<file path="src/rtl/sdsel_pkg.sv">
package sdsel_pkg;
    localparam int WORD_W = 32;
    localparam int PICK_W = 3;
    localparam int FILL_W = 2;
    localparam int LSB_W  = $clog2(WORD_W);

    typedef enum logic [PICK_W-1:0] {
        PK_B0       = 3'd0,
        PK_B1       = 3'd1,
        PK_B2       = 3'd2,
        PK_B3       = 3'd3,
        PK_H0       = 3'd4,
        PK_H1       = 3'd5,
        PK_FULL     = 3'd6,
        PK_FULL_ALT = 3'd7
    } pick_t;

    typedef enum logic [FILL_W-1:0] {
        FL_ZERO     = 2'd0,
        FL_SIGN     = 2'd1,
        FL_KEEP     = 2'd2,
        FL_KEEP_ALT = 2'd3
    } fill_t;

    // bit position of the field's least significant bit
    function automatic logic [LSB_W-1:0] pick_lsb(pick_t p);
        logic [LSB_W-1:0] r;
        unique case (p)
            PK_B1:   r = LSB_W'(8);
            PK_B2:   r = LSB_W'(16);
            PK_B3:   r = LSB_W'(24);
            PK_H1:   r = LSB_W'(16);
            default: r = '0;
        endcase
        return r;
    endfunction

    // right-aligned mask covering the field width
    function automatic logic [WORD_W-1:0] pick_mask(pick_t p);
        logic [WORD_W-1:0] r;
        unique case (p)
            PK_B0, PK_B1, PK_B2, PK_B3: r = {{(WORD_W-8){1'b0}}, 8'hFF};
            PK_H0, PK_H1:               r = {{(WORD_W-16){1'b0}}, 16'hFFFF};
            default:                    r = '1;
        endcase
        return r;
    endfunction
endpackage

</file>
<file path="src/rtl/sdsel_extract.sv">
module sdsel_extract
    import sdsel_pkg::*;
#(
    parameter int W = WORD_W
) (
    input  logic [W-1:0] word,
    input  pick_t        pick,
    input  logic         sext,
    output logic [W-1:0] ext
);
    logic [W-1:0] mask;
    logic [W-1:0] aligned;
    logic         top_bit;

    always_comb begin
        mask    = W'(pick_mask(pick));
        aligned = (word >> pick_lsb(pick)) & mask;
        // mask ^ (mask >> 1) isolates the field's top bit position
        top_bit = |(aligned & (mask ^ (mask >> 1)));
        ext     = aligned | ((sext && top_bit) ? ~mask : '0);
    end
endmodule

</file>
<file path="src/rtl/sdsel_merge.sv">
module sdsel_merge
    import sdsel_pkg::*;
#(
    parameter int W = WORD_W
) (
    input  logic [W-1:0] res,
    input  logic [W-1:0] prev,
    input  pick_t        pick,
    input  fill_t        fill,
    output logic [W-1:0] merged
);
    logic [W-1:0] mask;
    logic [W-1:0] field_m;
    logic [W-1:0] below_m;
    logic [W-1:0] above_m;
    logic [W-1:0] placed;
    logic         sbit;

    always_comb begin
        mask    = W'(pick_mask(pick));
        field_m = mask << pick_lsb(pick);
        below_m = ~({W{1'b1}} << pick_lsb(pick));
        above_m = ~(field_m | below_m);
        placed  = (res << pick_lsb(pick)) & field_m;
        sbit    = |(res & (mask ^ (mask >> 1)));
        unique case (fill)
            FL_ZERO: merged = placed;
            FL_SIGN: merged = placed | (sbit ? above_m : '0);
            default: merged = placed | (prev & ~field_m);
        endcase
    end
endmodule

</file>
<file path="src/rtl/subdword_sel_unit.sv">
module subdword_sel_unit
    import sdsel_pkg::*;
(
    input  logic                clk,
    input  logic                rst_n,
    input  logic                in_valid,
    input  logic [WORD_W-1:0]   a_in,
    input  logic [WORD_W-1:0]   b_in,
    input  logic [PICK_W-1:0]   a_pick,
    input  logic [PICK_W-1:0]   b_pick,
    input  logic                a_signed,
    input  logic                b_signed,
    input  logic [PICK_W-1:0]   wr_pick,
    input  logic [FILL_W-1:0]   fill_mode,
    input  logic [WORD_W-1:0]   dest_prev,
    input  logic [WORD_W-1:0]   res_in,
    output logic [WORD_W-1:0]   a_ext,
    output logic [WORD_W-1:0]   b_ext,
    output logic [WORD_W-1:0]   dest_out,
    output logic                dest_vld
);
    localparam int N_SRC = 2;

    typedef enum logic {ST_IDLE = 1'b0, ST_VALID = 1'b1} out_state_t;

    out_state_t  state_q, state_d;
    logic [WORD_W-1:0] src_w  [N_SRC];
    logic [PICK_W-1:0] pick_w [N_SRC];
    logic              sx_w   [N_SRC];
    logic [WORD_W-1:0] ext_w  [N_SRC];
    logic [WORD_W-1:0] merged;

    assign src_w[0]  = a_in;
    assign src_w[1]  = b_in;
    assign pick_w[0] = a_pick;
    assign pick_w[1] = b_pick;
    assign sx_w[0]   = a_signed;
    assign sx_w[1]   = b_signed;

    for (genvar gi = 0; gi < N_SRC; gi++) begin : g_src
        sdsel_extract #(.W(WORD_W)) u_x (
            .word (src_w[gi]),
            .pick (pick_t'(pick_w[gi])),
            .sext (sx_w[gi]),
            .ext  (ext_w[gi])
        );
    end

    assign a_ext = ext_w[0];
    assign b_ext = ext_w[1];

    sdsel_merge #(.W(WORD_W)) u_merge (
        .res    (res_in),
        .prev   (dest_prev),
        .pick   (pick_t'(wr_pick)),
        .fill   (fill_t'(fill_mode)),
        .merged (merged)
    );

    always_comb begin
        unique case (state_q)
            ST_IDLE:  state_d = in_valid ? ST_VALID : ST_IDLE;
            ST_VALID: state_d = in_valid ? ST_VALID : ST_IDLE;
            default:  state_d = ST_IDLE;
        endcase
    end

    always_ff @(posedge clk) begin
        if (!rst_n) state_q <= ST_IDLE;
        else        state_q <= state_d;
    end

    always_ff @(posedge clk) begin
        if (!rst_n)        dest_out <= '0;
        else if (in_valid) dest_out <= merged;
    end

    assign dest_vld = (state_q == ST_VALID);
endmodule

</file>
<file path="config.mk">
export PLATFORM = sky130hd
export DESIGN_NAME = subdword_sel_unit
export DESIGN_NICKNAME = d
export VERILOG_FILES = /design/src/rtl/sdsel_pkg.sv /design/src/rtl/sdsel_extract.sv /design/src/rtl/sdsel_merge.sv /design/src/rtl/subdword_sel_unit.sv
export SDC_FILE = /design/constraint.sdc
export NUM_CORES = 1
export LEC_CHECK = 0
export BUFFER_PORTS_ARGS = -buffer_cell sky130_fd_sc_hd__buf_2
export CAP_MARGIN = 20
export CORE_AREA = 2 2 94 96
export DETAILED_ROUTE_END_ITERATION = 16
export DIE_AREA = 0 0 96 98
export HOLD_SLACK_MARGIN = 0.1
export PLACE_DENSITY = 0.78
export SLEW_MARGIN = 5
export SYNTH_ARGS = -nofsm -noshare
export SYNTH_HDL_FRONTEND = slang
export SYNTH_SLANG_ARGS = --single-unit
</file>
<file path="constraint.sdc">
create_clock -name clk -period 1.3 [get_ports clk]
set_input_delay 0.065 -clock clk [delete_from_list [all_inputs] [get_ports clk]]
set_output_delay 0.065 -clock clk [all_outputs]
set_load 0.005 [all_outputs]
</file>
==> results of run 1 <==
## cell type report
cell class                 instances  share of cell area [%]
tap                              108                   2.695
inverter                           3                  0.2246
sequential                        33                   13.18
timing repair buffer             290                   33.04
multi-input combinational        334                   49.14
clock buffer                       7                   1.722
## power breakdown
| group | internal [W] | switching (W) | total (W) |
|---|---|---|---|
| clock | 0.000420 | 0.000357 | 0.000777 |
| combinational | 0.000835 | 0.000782 | 0.00162 |
| sequential | 0.00109 | 0.0000405 | 0.00113 |
## registers in the layout, indices dropped and copies added (netlist names)
| register | cells |
|---|---|
| dest_out | 32 |
| dest_vld | 1 |
## per-stage QoR
step / cells / total power (W)
after floorplan: 403 / 0.001933
after global placement: 752 / 0.002639
after detailed placement: 752 / 0.002672
after CTS: 769 / 0.003475
after global routing: 775 / 0.003716
final: 775 / 0.003524
## placed cells by master (no fill, tap or decap), types with 3 or more instances in the layout
| cell | Yosys | routed |
|---|---|---|
| a21oi_1 | 13 | 13 |
| mux4_2 | 18 | 18 |
| nor2_1 | 13 | 13 |
| dfxtp_1 | 33 | 33 |
| dlygate4sd3_1 | 0 | 9 |
| nand3_1 | 40 | 37 |
| buf_4 | 3 | 36 |
| a31oi_1 | 12 | 12 |
| buf_12 | 0 | 3 |
| o21ai_0 | 32 | 32 |
| buf_6 | 8 | 4 |
| and2_1 | 11 | 10 |
| a221oi_1 | 3 | 3 |
| nor2b_2 | 1 | 4 |
| a211oi_1 | 8 | 8 |
| nand3b_4 | 2 | 4 |
| a32oi_1 | 4 | 4 |
| nand2b_1 | 4 | 4 |
| nand3_2 | 0 | 3 |
| buf_2 | 7 | 238 |
| mux2_2 | 26 | 26 |
| mux2i_1 | 8 | 8 |
| a22o_1 | 15 | 15 |
| a222oi_1 | 8 | 8 |
| nand2_1 | 89 | 89 |
| clkbuf_8 | 0 | 6 |
## path summary, 6_finish.rpt
| kind | startpoint | to | slack, ns |
|---|---|---|---|
| max | a_pick[1] | a_ext[17] | 0.03 |
| min | dest_prev[16] | dest_out[16] | 0.10 |
| max reg2reg | dest_out[15] | dest_out[15] | 0.61 |
| min reg2reg | dest_out[6] | dest_out[6] | 0.49 |
## metal layers
layer / track usage (%) / vias to the layer above / share of wire [%] / routed length [µm]
li1: - / 2036 / - / -
met1: 33.46 / 2013 / 38 / 5104
met2: 43.27 / 321 / 48 / 6439
met3: 5.633 / 58 / 10 / 1394
met4: 10.11 / 0 / 3.9 / 524
met5: 0 / - / 0 / 0
## critical path: cells and delay by family
kind	cells	cell delay, ns
and+or+nand+nor	2	0.29
muxes	1	0.60
buffers and inverters	2	0.24
## cell families (layout without fill, tap and decap cells)
family | Yosys count | count (layout) | share of synthesized area (%)
XOR/XNOR | 2 | 2 | 0.9957
AO/OA/AOI/OAI | 102 | 102 | 21.52
flip-flops | 33 | 33 | 20.21
AND/OR/NAND/NOR | 172 | 175 | 24.81
multiplexers | 55 | 55 | 25.54
buffers and inverters | 39 | 300 | 6.929
## repair_timing
action	in CTS	in global routing
gates cloned	1	2
endpoints found under the hold margin	9	0
endpoints found under the setup margin	33	61
hold buffers	9	0
resized for setup	5	12
setup buffers	0	4
pin swaps	1	4
==> results.ini, run 1 <==
[cells_and_area]
areaGrowthSynthToFinish_pct=53.41
n_fill_cell=798
layout-drive-gt1-share_pct=53.07
nets=811
fin_util_pct=59.22
final_cell_area_um2=5014
seqCellArea_um2=660.6
n_antenna_cell=0
multi_input_area_um2=2464

[detailed_routing]
final_antenna_net_count=0
avgRoutedWirePerCell_um=17.37
drt_first_pass_iters=6
drt_iter0_drc=268
vias_per_cell=5.714
num_vias=4428
drc_errors=0
wirelength_mm=13.46

[timing]
fin_crit_sh_pct=97.65
max_freq_ghz=0.7878
setup_violations=0
setup_ws_ns=0.03059
slew_headroom_pct=46.85
holdWs_ns=0.1029
finalCriticalPeriod_ns=1.269
drv_slew=0
hold_violations=0
rsz0062_at_grt=true
finClkSkew_ns=0
worst_pin_slew_ns=0.7942
tns_ns=0

[logic_synthesis]
ys_async_sr_fraction_pct=0
ys.flop_type=dfxtp_1
ys_ff_latch=33
synth_area_leaders=dfxtp_1 20%, mux4_2 12%, nand2_1 10%, mux2_2 9.0%, nand3_1 6.1%
synth_cells=403
yosys.area.top_type=dfxtp_1
yosysTopAreaCellShare_pct=20.21
synthTopCellsByCount=89 x nand2_1, 40 x nand3_1, 33 x dfxtp_1
synth_edf_count=0
netlist_area_um2=3268
yosys_warnings=0
seq_area_frac_synth_pct=20.21
synth_nets=547
synth_cell_type_count=41
synth_most_common_cell=nand2_1
syn-mean-instance-area_um2=8.110

[floorplan]
die_area_um2=9408
io_pins=241
start_util_pct=38.60
rows=34
design.core.area_um2=8466
die_y_um=98
die_w_um=96

[cts]
clock_sinks=33
clk_latency_ns=0.28
cts_tree=done
cts_made_buffers=5
htreeDepth=2
clk_pin_slew_ns=0.07
cts_root_buffer=clkbuf_8
clock_path_buffers=2

[place]
place_congestion=0.9508
pre_cts_ws_ns=-0.09800
dp_hpwl_mm=10.61
placed_area_um2=4705
port_buffers=240

[global_route]
grt_pass1_vias=3983
antenna_found_initial=0
grt_use_total_pct=26.37
grt_start_max_net_pins=26
grt_first_pass_wirelength_mm=19.78
overflow=0

[worst_setup_path]
reg2reg_depth=2
worst_setup_path_end_kind=output pin
crit_path_max_fanout=6
required_ns=1.24
critPathKind=in2out
arrival_ns=1.20
max_stage_delay_ns=0.60
startpoint_type=primary input
crit_slowest_cell=mux4_2
path_cells=buf_4 > mux4_2 > nand3b_2 > nand3_1 > buf_2

[power_and_ir_drop]
vdd_drop_max_uv=362.1
power_density_nw_per_um2=703.0
p_leak_nw=2.634

[hold_path]
hp-class=in2reg
hold_depth=3

[job]
cap_violations=0

[status]
status=finished, final reports clean

No activity file was read; power rests on OpenSTA's default activity.
==> inputs of run 2 (changes only) <==
CORE_AREA = not set   (was 2 2 94 96)
CORE_ASPECT_RATIO = 0.8   (was not set)
CORE_UTILIZATION = 42   (was not set)
DIE_AREA = not set   (was 0 0 96 98)
PLACE_DENSITY = 0.83   (was 0.78)
==> run 2 against run 1 <==
Worst hold slack improved by 0.012 ns. Sequential power about the same. Cell count grew 0.13%. Combinational power is essentially flat. Clock-buffer cell count shrank 2. Final area increased by 0.30%. Register-to-register slack got worse by 0.03 ns. Largest cell class unchanged. Critical endpoint is now a_ext[19]. Highest routed layer unchanged. Clock skew unchanged.
==> results.ini, run 2 (synthesis results as in run 1) <==
[worst_setup_path]
timing.reg2reg.setup_slack_ns=0.58  ; -0.03 ns
crit_path_end=a_ext[19]
arrival_ns=1.21  ; about the same
worst_setup_path_end_kind=output pin
startpoint=a_pick[1]
crit_slowest_cell=mux4_2
critPathKind=in2out
timing.rr.end=dest_out[15]
path_cells=buf_4 > mux4_2 > nand3b_4 > nand3_1 > buf_2
startpoint_type=primary input
reg2reg_depth=2  ; unchanged
required_ns=1.24  ; about the same
max_stage_delay_ns=0.58  ; -0.02 ns
crit_path_max_fanout=12  ; +6
r2r-start=dest_out[15]

[floorplan]
die_y_um=80.90  ; -17%
die_w_um=100.6  ; +4.8%
die_area_um2=8141  ; -13%
io_pins=241  ; unchanged
start_util_pct=43.80  ; +5.2 points
rows=28  ; -18%
design.core.area_um2=7462  ; -12%

[cts]
clk_pin_slew_ns=0.07  ; about the same
htreeDepth=2  ; unchanged
cts_tree=done
clk_latency_ns=0.28  ; about the same
clock_sinks=33  ; unchanged
cts_root_buffer=clkbuf_8
clock_path_buffers=2  ; unchanged
cts_made_buffers=5  ; unchanged

[timing]
slew_headroom_pct=47.98  ; +1.1 points
fin_crit_sh_pct=98.34  ; +0.70 points
holdWs_ns=0.1145  ; +0.01156 ns
finClkSkew_ns=0  ; unchanged
rsz0062_at_grt=true
drv_slew=0  ; unchanged
worst_pin_slew_ns=0.7775  ; -0.01676 ns
hold_violations=0  ; unchanged
finalCriticalPeriod_ns=1.278  ; +0.009052 ns
setup_violations=0  ; unchanged
max_freq_ghz=0.7822  ; -0.71%

[status]
status=finished, final reports clean

[cells_and_area]
areaGrowthSynthToFinish_pct=53.87
n_antenna_cell=0  ; unchanged
largest_reg_flops=32  ; unchanged
layout-drive-gt1-share_pct=52.76  ; -0.32 points
regMostFlops=dest_out
fin_util_pct=67.39  ; +8.2 points
final_common_cell=buf_2
nets=814  ; +0.37%
final_cell_mix=238 x buf_2, 89 x nand2_1, 40 x nand3_1

[global_route]
overflow=0  ; unchanged
grt_start_max_net_pins=26  ; unchanged
grt_first_pass_wirelength_mm=19.87  ; +0.46%
grt_use_total_pct=31.11  ; +4.7 points
antenna_found_initial=0  ; unchanged
grt_pass1_vias=4134  ; +3.8%

[job]
cap_violations=0  ; unchanged

[power_and_ir_drop]
power_density_nw_per_um2=705.3  ; +0.32%
vdd_drop_max_uv=356.9  ; -1.4%
p_leak_nw=2.638  ; +0.16%

[detailed_routing]
vias_per_cell=5.726  ; +0.21%
final_antenna_net_count=0  ; unchanged
avgRoutedWirePerCell_um=17.52  ; +0.89%
drc_errors=0  ; unchanged
wirelength_mm=13.60  ; +1.0%
drt_iter0_drc=369  ; +38%
drt_first_pass_iters=5  ; -1
num_vias=4443  ; +0.34%

[place]
place_congestion=0.9815  ; +3.2%
dp_hpwl_mm=10.51  ; -0.99%
port_buffers=240  ; unchanged

[hold_path]
hp-class=in2reg

-- run 2: worst min path at each step --
stage	startpoint	to	slack (ns)	cells past startpoint
finish	dest_prev[16]	dest_out[16]	0.11	3
global route	dest_prev[19]	dest_out[19]	0.14	3
CTS	dest_prev[17]	dest_out[17]	0.11	3
detailed placement	dest_prev[31]	dest_out[31]	0.35	3
global placement	dest_prev[31]	dest_out[31]	0.35	3
floorplan	rst_n	dest_out[24]	0.20	2
-- run 2: what timing repair did --
item	4_1_cts	5_1_grt
gates resized for setup	8	8
endpoints found under the setup margin	55	59
setup buffers	0	2
hold buffers	11	0
endpoints found under the hold margin	11	0
pin swaps	1	3
cloned	1	1
-- run 2: routing by layer --
| metal | vias up | track usage [%] | share of wire, % |
|---|---|---|---|
| li1 | 2047 | - | - |
| met1 | 2065 | 39.29 | 39 |
| met2 | 289 | 53.84 | 50 |
| met3 | 42 | 5.250 | 8.9 |
| met4 | 0 | 11.01 | 2.8 |
| met5 | - | 0 | 0 |
-- run 2: where the power goes --
part	total, W	switching [W]	internal (W)
clock	0.000779	0.000409	0.000370
sequential	0.00113	0.0000372	0.00109
combinational	0.00164	0.000796	0.000846
total	0.00355	0.00124	0.00230
-- run 2: through the flow --
stage	instances	power [W]	worst slack, ns	area, µm²	TNS [ns]
CTS	773	0.003507	0.003558	4952	0
global route	776	0.003741	-0.01858	5029	-0.1715
finish	776	0.003546	0.02154	5029	0
global placement	753	0.002641	-0.04348	4718	-0.6237
detailed placement	753	0.002681	-0.07508	4718	-3.050
floorplan	403	0.001933	0.1646	3268	0
-- run 2: cell type report --
cell class / count / area (µm²)
clock inverters: 3 / 17.52
repair buffers: 294 / 1692
flip-flops and latches: 33 / 660.6
multi-input cells: 333 / 2447
fillers: 636 / 2434
clock buffers: 5 / 68.82
well taps: 105 / 131.4
inverters: 3 / 11.26
-- run 2: critical path: cells and delay by family --
| family | cells | cell delay, ns |
|---|---|---|
| multiplexers | 1 | 0.58 |
| AND/OR/NAND/NOR | 2 | 0.29 |
| buffers and inverters | 2 | 0.26 |
